`src/rtl/spi_irq_pkg.sv`:
```
package spi_irq_pkg;

    // Register offsets on the control bus
    localparam int unsigned OFS_IEN = 32'h0C;
    localparam int unsigned OFS_STA = 32'h10;
    localparam int unsigned OFS_LVL = 32'h1C;

    // Source bit positions, shared by the enable and status words
    localparam int unsigned BIT_RXHI = 4;
    localparam int unsigned BIT_TXLO = 12;
    localparam int unsigned BIT_DONE = 16;

    // Bit position of the transmit count inside the level word
    localparam int unsigned LVL_TX_LSB = 16;

    typedef struct packed {
        logic done;
        logic tx_low;
        logic rx_high;
    } irq_vec_t;

endpackage

```
`src/rtl/spi_fifo_level.sv`:
```
module spi_fifo_level #(
    parameter int unsigned DEPTH = 64,
    localparam int unsigned CW = $clog2(DEPTH + 1)
) (
    input  logic          clk_i,
    input  logic          rst_ni,
    input  logic          push_i,
    input  logic          pop_i,
    output logic [CW-1:0] level_o
);

    logic [CW-1:0] cnt_d, cnt_q;
    logic          do_push, do_pop;

    always_comb begin
        do_push = push_i && (cnt_q != CW'(DEPTH));
        do_pop  = pop_i  && (cnt_q != '0);
        cnt_d   = cnt_q;
        if (do_push && !do_pop) begin
            cnt_d = cnt_q + CW'(1);
        end else if (do_pop && !do_push) begin
            cnt_d = cnt_q - CW'(1);
        end
    end

    always_ff @(posedge clk_i or negedge rst_ni) begin
        if (!rst_ni) begin
            cnt_q <= '0;
        end else begin
            cnt_q <= cnt_d;
        end
    end

    assign level_o = cnt_q;

endmodule

```
`src/rtl/spi_burst_ctr.sv`:
```
module spi_burst_ctr #(
    parameter int unsigned BW = 16
) (
    input  logic          clk_i,
    input  logic          rst_ni,
    input  logic          load_i,
    input  logic [BW-1:0] len_i,
    input  logic          byte_i,
    output logic          done_o
);

    logic [BW-1:0] cnt_d, cnt_q;

    always_comb begin
        cnt_d = cnt_q;
        if (load_i) begin
            cnt_d = len_i;
        end else if (byte_i && (cnt_q != '0)) begin
            cnt_d = cnt_q - BW'(1);
        end
    end

    always_ff @(posedge clk_i or negedge rst_ni) begin
        if (!rst_ni) begin
            cnt_q <= '0;
        end else begin
            cnt_q <= cnt_d;
        end
    end

    // Completion event: the last byte of the burst is exchanged
    assign done_o = byte_i && !load_i && (cnt_q == BW'(1));

endmodule

```
`src/rtl/spi_irq_regs.sv`:
```
module spi_irq_regs
    import spi_irq_pkg::*;
#(
    parameter int unsigned AW      = 8,
    parameter int unsigned DW      = 32,
    parameter int unsigned CW      = 7,
    parameter int unsigned TX_LOW  = 16,
    parameter int unsigned RX_HIGH = 48
) (
    input  logic          clk_i,
    input  logic          rst_ni,
    input  logic          wr_en_i,
    input  logic          rd_en_i,
    input  logic [AW-1:0] addr_i,
    input  logic [DW-1:0] wdata_i,
    input  logic [CW-1:0] tx_lvl_i,
    input  logic [CW-1:0] rx_lvl_i,
    input  logic          done_evt_i,
    output logic [DW-1:0] rdata_o,
    output irq_vec_t      sta_o,
    output irq_vec_t      ien_o,
    output logic          irq_o
);

    typedef struct packed {
        irq_vec_t      ien;
        irq_vec_t      sta;
        logic          irq;
        logic [DW-1:0] rdata;
    } state_t;

    state_t   s_d, s_q;
    irq_vec_t clr, wsel;
    logic     tx_cond, rx_cond;

    function automatic logic [DW-1:0] pack_word(input irq_vec_t v);
        logic [DW-1:0] w;
        w           = '0;
        w[BIT_RXHI] = v.rx_high;
        w[BIT_TXLO] = v.tx_low;
        w[BIT_DONE] = v.done;
        return w;
    endfunction

    always_comb begin
        s_d          = s_q;
        tx_cond      = (tx_lvl_i <= CW'(TX_LOW));
        rx_cond      = (rx_lvl_i >= CW'(RX_HIGH));

        wsel.rx_high = wdata_i[BIT_RXHI];
        wsel.tx_low  = wdata_i[BIT_TXLO];
        wsel.done    = wdata_i[BIT_DONE];

        clr = '0;
        if (wr_en_i && (addr_i == AW'(OFS_STA))) begin
            clr = wsel;
        end
        if (wr_en_i && (addr_i == AW'(OFS_IEN))) begin
            s_d.ien = wsel;
        end

        // Level sources: acknowledge wins for one cycle, then the level re-sets
        s_d.sta.tx_low  = clr.tx_low  ? 1'b0 : (s_q.sta.tx_low  | tx_cond);
        s_d.sta.rx_high = clr.rx_high ? 1'b0 : (s_q.sta.rx_high | rx_cond);
        // Event source: a new event is never lost to a concurrent acknowledge
        s_d.sta.done    = done_evt_i | (s_q.sta.done & ~clr.done);

        s_d.irq = |(s_q.sta & s_q.ien);

        if (rd_en_i) begin
            s_d.rdata = '0;
            if (addr_i == AW'(OFS_IEN)) begin
                s_d.rdata = pack_word(s_q.ien);
            end else if (addr_i == AW'(OFS_STA)) begin
                s_d.rdata = pack_word(s_q.sta);
            end else if (addr_i == AW'(OFS_LVL)) begin
                s_d.rdata[CW-1:0]             = rx_lvl_i;
                s_d.rdata[LVL_TX_LSB +: CW]   = tx_lvl_i;
            end
        end
    end

    always_ff @(posedge clk_i or negedge rst_ni) begin
        if (!rst_ni) begin
            s_q <= '0;
        end else begin
            s_q <= s_d;
        end
    end

    assign rdata_o = s_q.rdata;
    assign sta_o   = s_q.sta;
    assign ien_o   = s_q.ien;
    assign irq_o   = s_q.irq;

endmodule

```
`src/rtl/spi_fifo_irq_unit.sv`:
```
module spi_fifo_irq_unit
    import spi_irq_pkg::*;
#(
    parameter int unsigned DEPTH   = 64,
    parameter int unsigned BURST_W = 16,
    parameter int unsigned AW      = 8,
    parameter int unsigned DW      = 32
) (
    input  logic               clk_i,
    input  logic               rst_ni,
    input  logic               wr_en_i,
    input  logic               rd_en_i,
    input  logic [AW-1:0]      addr_i,
    input  logic [DW-1:0]      wdata_i,
    output logic [DW-1:0]      rdata_o,
    input  logic               tx_push_i,
    input  logic               tx_pop_i,
    input  logic               rx_push_i,
    input  logic               rx_pop_i,
    input  logic               burst_load_i,
    input  logic [BURST_W-1:0] burst_len_i,
    output logic               irq_o
);

    localparam int unsigned CW      = $clog2(DEPTH + 1);
    localparam int unsigned TX_LOW  = DEPTH / 4;
    localparam int unsigned RX_HIGH = (DEPTH * 3) / 4;
    localparam int unsigned NFIFO   = 2;

    logic [NFIFO-1:0]  push_w, pop_w;
    logic [CW-1:0]     lvl_w [NFIFO];
    logic [CW-1:0]     tx_lvl_w, rx_lvl_w;
    logic              done_evt_w;
    irq_vec_t          sta_w, ien_w;

    // Index 0: transmit FIFO, index 1: receive FIFO
    assign push_w = {rx_push_i, tx_push_i};
    assign pop_w  = {rx_pop_i,  tx_pop_i};

    for (genvar g = 0; g < NFIFO; g++) begin : gen_lvl
        spi_fifo_level #(.DEPTH(DEPTH)) u_lvl (
            .clk_i   (clk_i),
            .rst_ni  (rst_ni),
            .push_i  (push_w[g]),
            .pop_i   (pop_w[g]),
            .level_o (lvl_w[g])
        );
    end

    assign tx_lvl_w = lvl_w[0];
    assign rx_lvl_w = lvl_w[1];

    spi_burst_ctr #(.BW(BURST_W)) u_burst (
        .clk_i  (clk_i),
        .rst_ni (rst_ni),
        .load_i (burst_load_i),
        .len_i  (burst_len_i),
        .byte_i (rx_push_i),
        .done_o (done_evt_w)
    );

    spi_irq_regs #(
        .AW      (AW),
        .DW      (DW),
        .CW      (CW),
        .TX_LOW  (TX_LOW),
        .RX_HIGH (RX_HIGH)
    ) u_regs (
        .clk_i      (clk_i),
        .rst_ni     (rst_ni),
        .wr_en_i    (wr_en_i),
        .rd_en_i    (rd_en_i),
        .addr_i     (addr_i),
        .wdata_i    (wdata_i),
        .tx_lvl_i   (tx_lvl_w),
        .rx_lvl_i   (rx_lvl_w),
        .done_evt_i (done_evt_w),
        .rdata_o    (rdata_o),
        .sta_o      (sta_w),
        .ien_o      (ien_w),
        .irq_o      (irq_o)
    );

endmodule


```
`config.mk`:
```
export PLATFORM = sky130hd
export DESIGN_NAME = spi_fifo_irq_unit
export DESIGN_NICKNAME = d
export VERILOG_FILES = /design/src/rtl/spi_irq_pkg.sv /design/src/rtl/spi_fifo_level.sv /design/src/rtl/spi_burst_ctr.sv /design/src/rtl/spi_irq_regs.sv /design/src/rtl/spi_fifo_irq_unit.sv
export SDC_FILE = /design/constraint.sdc
export NUM_CORES = 1
export LEC_CHECK = 0
export CORE_AREA = 2 2 89 91
export CTS_CLUSTER_DIAMETER = 60
export CTS_CLUSTER_SIZE = 24
export DETAILED_ROUTE_END_ITERATION = 10
export DIE_AREA = 0 0 91 93
export DONT_BUFFER_PORTS = 1
export GPL_ROUTABILITY_DRIVEN = 0
export GPL_TIMING_DRIVEN = 0
export MAX_ROUTING_LAYER = met4
export PLACE_DENSITY_LB_ADDON = 0.08
export REMOVE_ABC_BUFFERS = 1
export SLEW_MARGIN = 20
export SYNTH_ARGS = -nofsm -noshare
export SYNTH_HDL_FRONTEND = slang
export SYNTH_HIERARCHICAL = 1
export SYNTH_SLANG_ARGS = --single-unit
export TNS_END_PERCENT = 1
```
`constraint.sdc`:
```
create_clock -name clk_i -period 2.4 [get_ports clk_i]
set_clock_uncertainty 0.05 [all_clocks]
set_input_delay 0.12 -clock clk_i [delete_from_list [all_inputs] [get_ports clk_i]]
set_output_delay 0.12 -clock clk_i [all_outputs]
set_load 0.1 [all_outputs]
```
==> results of run 1 <==
-- metal layers --
metal,wire (um),vias to the layer above
li1,-,1284
met1,3404,1288
met2,4038,53
met3,333,2
met4,40,0
met5,0,-
-- metrics by stage --
| stage | hold WS (ns) | setup TNS, ns | power (W) |
|---|---|---|---|
| 6_report | 0.01833 | -0.3573 | 0.003405 |
| 5_1_grt | 0.04337 | -1.769 | 0.003693 |
| 4_1_cts | 0.01385 | -0.6166 | 0.003342 |
| 3_5_place_dp | -0.2244 | -1.790 | 0.002465 |
| 3_3_place_gp | -0.2245 | -1.873 | 0.002447 |
| 2_1_floorplan | -0.2256 | -0.1230 | 0.002234 |
-- state kept, by name (all words and copies together) (netlist names) --
signal	cells
u_regs/rdata_o	15
gen_lvl.u_lvl/level_o	14
u_burst/cnt_q	16
u_regs/irq_o	1
u_regs/ien_o	3
u_regs/sta_o	3
-- final cells by class --
type,instances,area (um^2)
flip-flops and latches,52,1305
clock buffers,6,72.57
inverters,12,51.30
multi-input cells,253,1898
clock inverters,2,35.03
well taps,102,127.6
fillers,740,3675
repair buffers,37,362.8
-- synthesized netlist by cell type (all sizes together), types with 4 or more instances --
cell    instances  area [um^2]
clkbuf          6        32.53
and4            4        37.54
nor2b           4        25.02
or3             9        61.31
mux2            5        56.30
o31ai           6        45.04
nor4            9        71.32
o21ai          19        95.09
a22o           12        105.1
nor2           13        48.80
a21oi          13        65.06
or4            10        78.82
dfrtp          52         1301
nand3           8        40.04
buf            22        165.2
inv            11        41.29
nor3           10        50.05
a21o            6        45.04
xnor2           7        61.31
nand2          19        71.32
a31oi           9        56.30
nand2b          5        31.28
a211oi          4        30.03
ha             16        200.2
xor2            4        35.03
-- final timing paths --
kind / startpoint / end / slack, ns / cells past startpoint
max in group asynchronous: rst_ni / gen_lvl[1].u_lvl/level_o[4]$_DFFE_PN0P_ / 1.77 / 2
min in group asynchronous: rst_ni / u_burst/cnt_q[5]$_DFFE_PN0P_ / 0.26 / 2
min reg2reg: gen_lvl[1].u_lvl/level_o[2]$_DFFE_PN0P_ / gen_lvl[1].u_lvl/level_o[2]$_DFFE_PN0P_ / 0.52 / 2
max reg2reg: gen_lvl[0].u_lvl/level_o[2]$_DFFE_PN0P_ / gen_lvl[0].u_lvl/level_o[6]$_DFFE_PN0P_ / -0.20 / 11
min: burst_load_i / u_burst/cnt_q[11]$_DFFE_PN0P_ / 0.02 / 3
max: gen_lvl[0].u_lvl/level_o[2]$_DFFE_PN0P_ / gen_lvl[0].u_lvl/level_o[6]$_DFFE_PN0P_ / -0.20 / 11
-- placed cells by master, fill, tap and decap left out, types with 9 or more instances in the layout --
master                          count
sky130_fd_sc_hd__nor2_1            13
sky130_fd_sc_hd__dlygate4sd3_1     26
sky130_fd_sc_hd__conb_1            17
sky130_fd_sc_hd__nand2_1           19
sky130_fd_sc_hd__or4_1              9
sky130_fd_sc_hd__a21oi_1           10
sky130_fd_sc_hd__a22o_1            12
sky130_fd_sc_hd__ha_1              10
sky130_fd_sc_hd__o21ai_0           15
sky130_fd_sc_hd__nor3_1            10
sky130_fd_sc_hd__dfrtp_1           49
sky130_fd_sc_hd__inv_1              9
sky130_fd_sc_hd__a31oi_1            9
sky130_fd_sc_hd__buf_4             10
-- worst min-delay path, cell delays in order --
cell                      delay (ns)
sky130_fd_sc_hd__nor3_1         0.06
sky130_fd_sc_hd__nand2_1        0.07
sky130_fd_sc_hd__o32ai_1        0.07
-- cells by family after synthesis --
| family | after synthesis | synth area share (%) |
|---|---|---|
| and+or+nand+nor | 110 | 20.43 |
| AOI/OAI and AO/OA | 90 | 19.28 |
| DFF | 52 | 40.02 |
| buffers and inverters | 40 | 7.464 |
| adders and majority gates | 18 | 7.387 |
| xor gates and xnor gates | 11 | 2.963 |
| muxes | 7 | 2.347 |
| other | 1 | 0.1153 |
-- repair_timing --
action	CTS	global route
setup endpoints to repair	10	11
gates cloned	0	0
buffers inserted	6	4
hold buffers	27	0
pin swaps	9	9
gates resized for setup	20	10
endpoints found under the hold margin	77	0
-- power breakdown --
part | internal (W) | total (W) | leakage [nW] | switching [W]
logic | 0.000728 | 0.00152 | 0.853 | 0.000789
clock network | 0.000310 | 0.000603 | 0.0552 | 0.000293
registers | 0.00104 | 0.00128 | 0.646 | 0.000244
total | 0.00208 | 0.00340 | 1.55 | 0.00133
==> flow_summary_export.csv, run 1 <==
group,metric,value,unit
global_route,largest_net_degree_at_the_start_of_global_routing,53,
timing,layout_min_cycle_time,2.598,ns
timing,slew-limit-headroom,37.67,%
power_and_ir_drop,maximum_vdd_drop,0.0005251,V
global_route,all_layer_gr_usage,19.65,%
yosys,fraction_of_synthesis_flops_using_an_asynchronous_set_or_reset_pin,100.0,%
yosys,synth.yosys.warnings,6,
timing,tightest_pin_transition,0.9350,ns
finish,num_antenna_cells,0,
die,chipWidth,91,um
detailed_routing,avgViaCountPerCell,5.662,
placement,number_of_placed_instances_taps_included,419,
critical_path,crit_fanout,7,
critical_path,cp_capture_type,"flip-flop",
die,core_area,7527,um^2
clock_tree,tritoncts_num_sinks,52,
yosys,post_synth.cell_area_avg,9.884,um^2
timing,timing.final.ws_setup,-0.1983,ns
yosys,ys_seq_area_share,40.02,%
critical_path,cp_cell_sequence,"nor4_2 > nand2_1 > o21ai_2 > ha_2 > clkinvlp_4 > buf_4 > ha_4 > a211oi_2 > or3_1 > o211ai_2 > xnor2_1",
timing,timing.final.hold_violations,0,
outcome,outcome,"complete, but fails checks",
detailed_routing,drc,0,
die,initial_utilization,43.20,%
global_route,groute.layer.met2.usage,33.33,%
timing,post-route-period-util,108.3,%
critical_path,critPathLaunchType,"flip-flop",
placement,post_placement_worst_setup_slack,-0.3758,ns
finish,final_core_util,51.18,%
detailed_routing,ant_nets,0,
detailed_routing,dr_total_vias,2627,
clock_tree,ctsLongestPathBuffers,2,
critical_path,worst_path_dominant_cell_family,"simple AND/OR/NAND/NOR gates",
detailed_routing,wirelength,7817,um
detailed_routing,drt_iter0_drc,112,
yosys,syn-cell-area,3252,um^2
finish,final_cell_area,3852,um^2
critical_path,worst_ep_required_time,2.58,ns
clock_tree,clock_insertion_delay_worst_skew,0.30,ns
critical_path,cpMaxStageDelayCell,"sky130_fd_sc_hd__dfrtp_2",
timing,fmaxAchievable,0.3849,GHz
job,max-cap-violations,0,
critical_path,path_class,"reg2reg",
critical_path,critical-path-max-stage-delay,0.42,ns
clock_tree,cts_root_buf,"sky130_fd_sc_hd__clkbuf_8",
yosys,synthCells,329,
finish,final_cell_count_no_fill,464,
clock_tree,tritoncts,"built",
placement,dpl.hpwl,5125,um
detailed_routing,drt_first_pass_iters,4,
yosys,ys.flop_type,"sky130_fd_sc_hd__dfrtp_1",
clock_tree,clk_transition_reported_paths,0.09,ns
placement,placedInstanceArea,3242,um^2
global_route,grt-busiest-layer,"met2",
critical_path,timing.critical_path.arrival,2.78,ns
die,placementRows,32,
yosys,synth-seq-cells,52,
timing,unrepaired_setup_endpoints_after_global_routing,"true",
yosys,synth_enable_flop_cells,0,
global_route,via_count_of_the_first_global_routing_pass,2637,
critical_path,timing.critical_path.buf_inv,2,
power_and_ir_drop,power_per_cell_area,883.8,nW/um^2
die,design.portCount,98,
finish,design.final.nets,444,
finish,post_route_cells_drive_above_1_share,15.47,%
global_route,grt_antenna_before_repair,0,
global_route,grt_overflow,0,
die,die-area,8463,um^2
power_and_ir_drop,reported_leakage_power,1.555,nW
outcome,violations_in_the_final_reports,"setup timing",
global_route,grt_first_pass_wirelength,13140,um
detailed_routing,routed_wire_length_per_instance,16.85,um
timing,report.final.setup_viol,5,
finish,areaGrowthSynthToFinish,18.47,%
global_route,met3_track_demand_over_resource_in_global_routing,3.868,%
global_route,use_met1,24.68,%
clock_tree,numCtsBuffers,5,
yosys,synth.lib_cells_used.distinct,63,
placement,port-buffer-count,0,
clock_tree,h-tree-depth,2,
timing,slew_viol_final,0,
die,chipHeight,93,um
hold_path,holdCritPathClass,"in2reg",
(Power assumes the default switching activity.)
==> run 2: changes to the inputs <==
- CORE_AREA: 2 2 89 91 -> 2 2 88 90
- DIE_AREA: 0 0 91 93 -> 0 0 90 92
- TNS_END_PERCENT: 1 -> 10
==> flow_summary_export.csv, run 2 (synthesis results as in run 1) <==
group,metric,value,unit
outcome,violations_in_the_final_reports,"setup timing",
timing,post-route-period-util,106.2,%
clock_tree,h-tree-depth,2,
placement,dpl.hpwl,5019,um
critical_path,cp_capture_type,"flip-flop",
power_and_ir_drop,power_per_cell_area,936.8,nW/um^2
clock_tree,tritoncts_num_sinks,52,
timing,unrepaired_setup_endpoints_after_global_routing,"true",
die,chipHeight,92,um
global_route,largest_net_degree_at_the_start_of_global_routing,53,
critical_path,worst_path_dominant_cell_family,"simple AND/OR/NAND/NOR gates",
critical_path,worst_ep_required_time,2.59,ns
critical_path,cpMaxStageDelayCell,"sky130_fd_sc_hd__dfrtp_2",
die,die-area,8280,um^2
detailed_routing,ant_nets,0,
die,design.portCount,98,
critical_path,timing.critical_path.arrival,2.73,ns
global_route,grt_overflow,0,
die,core_area,7447,um^2
timing,setup-tns-final,-0.3880,ns
timing,report.final.setup_viol,5,
finish,design.final.nets,445,
finish,largest_register_ff_count,16,
die,placementRows,32,
clock_tree,tritoncts,"built",
clock_tree,numCtsBuffers,5,
die,initial_utilization,43.67,%
detailed_routing,wirelength,7671,um
detailed_routing,drt_iter0_drc,85,
power_and_ir_drop,totalPowerFinal,0.003680,W
finish,num_antenna_cells,0,
outcome,outcome,"complete, but fails checks",
placement,post_placement_worst_setup_slack,-0.4150,ns
critical_path,critical-path-max-stage-delay,0.43,ns
global_route,grt_first_pass_wirelength,12660,um
timing,timing.final.hold_violations,0,
clock_tree,cts_root_buf,"sky130_fd_sc_hd__clkbuf_8",
clock_tree,ctsLongestPathBuffers,2,
finish,post_route_cells_drive_above_1_share,16.25,%
global_route,all_layer_gr_usage,19.39,%
finish,areaGrowthSynthToFinish,20.82,%
finish,mostFrequentLayoutCell,"sky130_fd_sc_hd__dfrtp_1",
detailed_routing,drc,0,
timing,slew-limit-headroom,38.09,%
critical_path,path_class,"reg2reg",
global_route,via_count_of_the_first_global_routing_pass,2633,
clock_tree,clk_transition_reported_paths,0.10,ns
finish,top_register,"u_burst/cnt_q",
power_and_ir_drop,reported_leakage_power,1.590,nW
timing,slew_viol_final,0,
finish,mostFrequentLayoutCells,"49 x sky130_fd_sc_hd__dfrtp_1, 26 x sky130_fd_sc_hd__dlygate4sd3_1, 19 x sky130_fd_sc_hd__nand2_1",
critical_path,cp_cell_sequence,"nor4_2 > nand2_1 > o21ai_2 > ha_2 > clkinvlp_4 > buf_6 > ha_4 > a211oi_4 > or3_1 > o211ai_2 > xnor2_1",
timing,layout_min_cycle_time,2.548,ns
clock_tree,clock_insertion_delay_worst_skew,0.30,ns
critical_path,timing.critical_path.buf_inv,2,
job,max-cap-violations,0,
power_and_ir_drop,maximum_vdd_drop,0.0006051,V
detailed_routing,dr_total_vias,2645,
global_route,grt_antenna_before_repair,0,
placement,port-buffer-count,0,
hold_path,holdCritPathClass,"in2reg",
timing,timing.final.ws_setup,-0.1479,ns
die,chipWidth,90,um
critical_path,crit_fanout,4,
timing,fmaxAchievable,0.3925,GHz
timing,tightest_pin_transition,0.9286,ns
detailed_routing,routed_wire_length_per_instance,16.50,um
critical_path,critPathLaunchType,"flip-flop",
detailed_routing,avgViaCountPerCell,5.688,
detailed_routing,drt_first_pass_iters,4,
run 2: cell count changes in the layout (fill, tap and decap cells not counted):
cell,change
sky130_fd_sc_hd__bufinv_16,+2
sky130_fd_sc_hd__a211oi_2,-1
sky130_fd_sc_hd__a211oi_4,+1
sky130_fd_sc_hd__a21oi_1,-1
sky130_fd_sc_hd__a21oi_2,+1
sky130_fd_sc_hd__buf_12,+1
sky130_fd_sc_hd__buf_4,-1
sky130_fd_sc_hd__buf_6,+1
sky130_fd_sc_hd__clkbuf_1,-1
sky130_fd_sc_hd__clkinv_2,-1
sky130_fd_sc_hd__ha_2,+1
sky130_fd_sc_hd__ha_4,-1
sky130_fd_sc_hd__o21ai_0,-1
sky130_fd_sc_hd__o21ai_1,+1
run 2: worst paths after layout:
check / start / endpoint / slack [ns] / depth (start not counted)
hold reg to reg: u_regs/ien_o[2]$_DFFE_PN0P_ / u_regs/ien_o[2]$_DFFE_PN0P_ / 0.52 / 1
hold / removal: rx_push_i / u_burst/cnt_q[1]$_DFFE_PN0P_ / 0.0004 / 2
min in group asynchronous: rst_ni / u_burst/cnt_q[3]$_DFFE_PN0P_ / 0.31 / 2
setup reg to reg: gen_lvl[0].u_lvl/level_o[2]$_DFFE_PN0P_ / gen_lvl[0].u_lvl/level_o[6]$_DFFE_PN0P_ / -0.15 / 11
setup / recovery: gen_lvl[0].u_lvl/level_o[2]$_DFFE_PN0P_ / gen_lvl[0].u_lvl/level_o[6]$_DFFE_PN0P_ / -0.15 / 11
max in group asynchronous: rst_ni / gen_lvl[0].u_lvl/level_o[2]$_DFFE_PN0P_ / 1.76 / 2
run 2: final cells by class:
| class | count | area, um^2 |
|---|---|---|
| tap | 102 | 127.6 |
| clock buffer | 5 | 68.82 |
| timing repair buffer | 38 | 386.6 |
| sequential | 52 | 1305 |
| multi-input combinational | 253 | 1899 |
| inverter | 12 | 51.30 |
| clock inverter | 3 | 90.09 |
| fill | 731 | 3518 |
run 2: through the flow:
step | instance area (um^2) | utilization [%] | hold WS, ns | instances
2_1_floorplan | 3114 | - | -0.2256 | 317
3_3_place_gp | 3242 | 43.53 | -0.2246 | 419
3_5_place_dp | 3242 | 43.53 | -0.2240 | 419
4_1_cts | 3865 | 51.90 | 0.007549 | 463
5_1_grt | 3929 | 52.76 | 0.001383 | 465
6_report | 3929 | 52.76 | 0.0004124 | 465
run 2: where the power goes:
part           switching (W)  total (W)  internal, W  leakage (nW)
Sequential          0.000244    0.00128      0.00104         0.646
Combinational       0.000814    0.00157     0.000760         0.865
Clock               0.000301   0.000823     0.000521        0.0784
Total                0.00136    0.00368      0.00232          1.59
run 2: per-layer routing:
metal	vias to the layer above	global-route usage, %	share of wire, %
met2	57	33.52	51
li1	1281	-	-
met1	1300	22.74	43
met4	0	6.667	1.1
met3	7	3.780	4.1
met5	-	-	0
run 2: what timing repair did:
action,4_1_cts,5_1_grt
resized for setup,24,9
pin swaps,15,11
setup endpoints to repair,12,10
endpoints found under the hold margin,77,0
hold buffers,27,0
buffers inserted,9,2
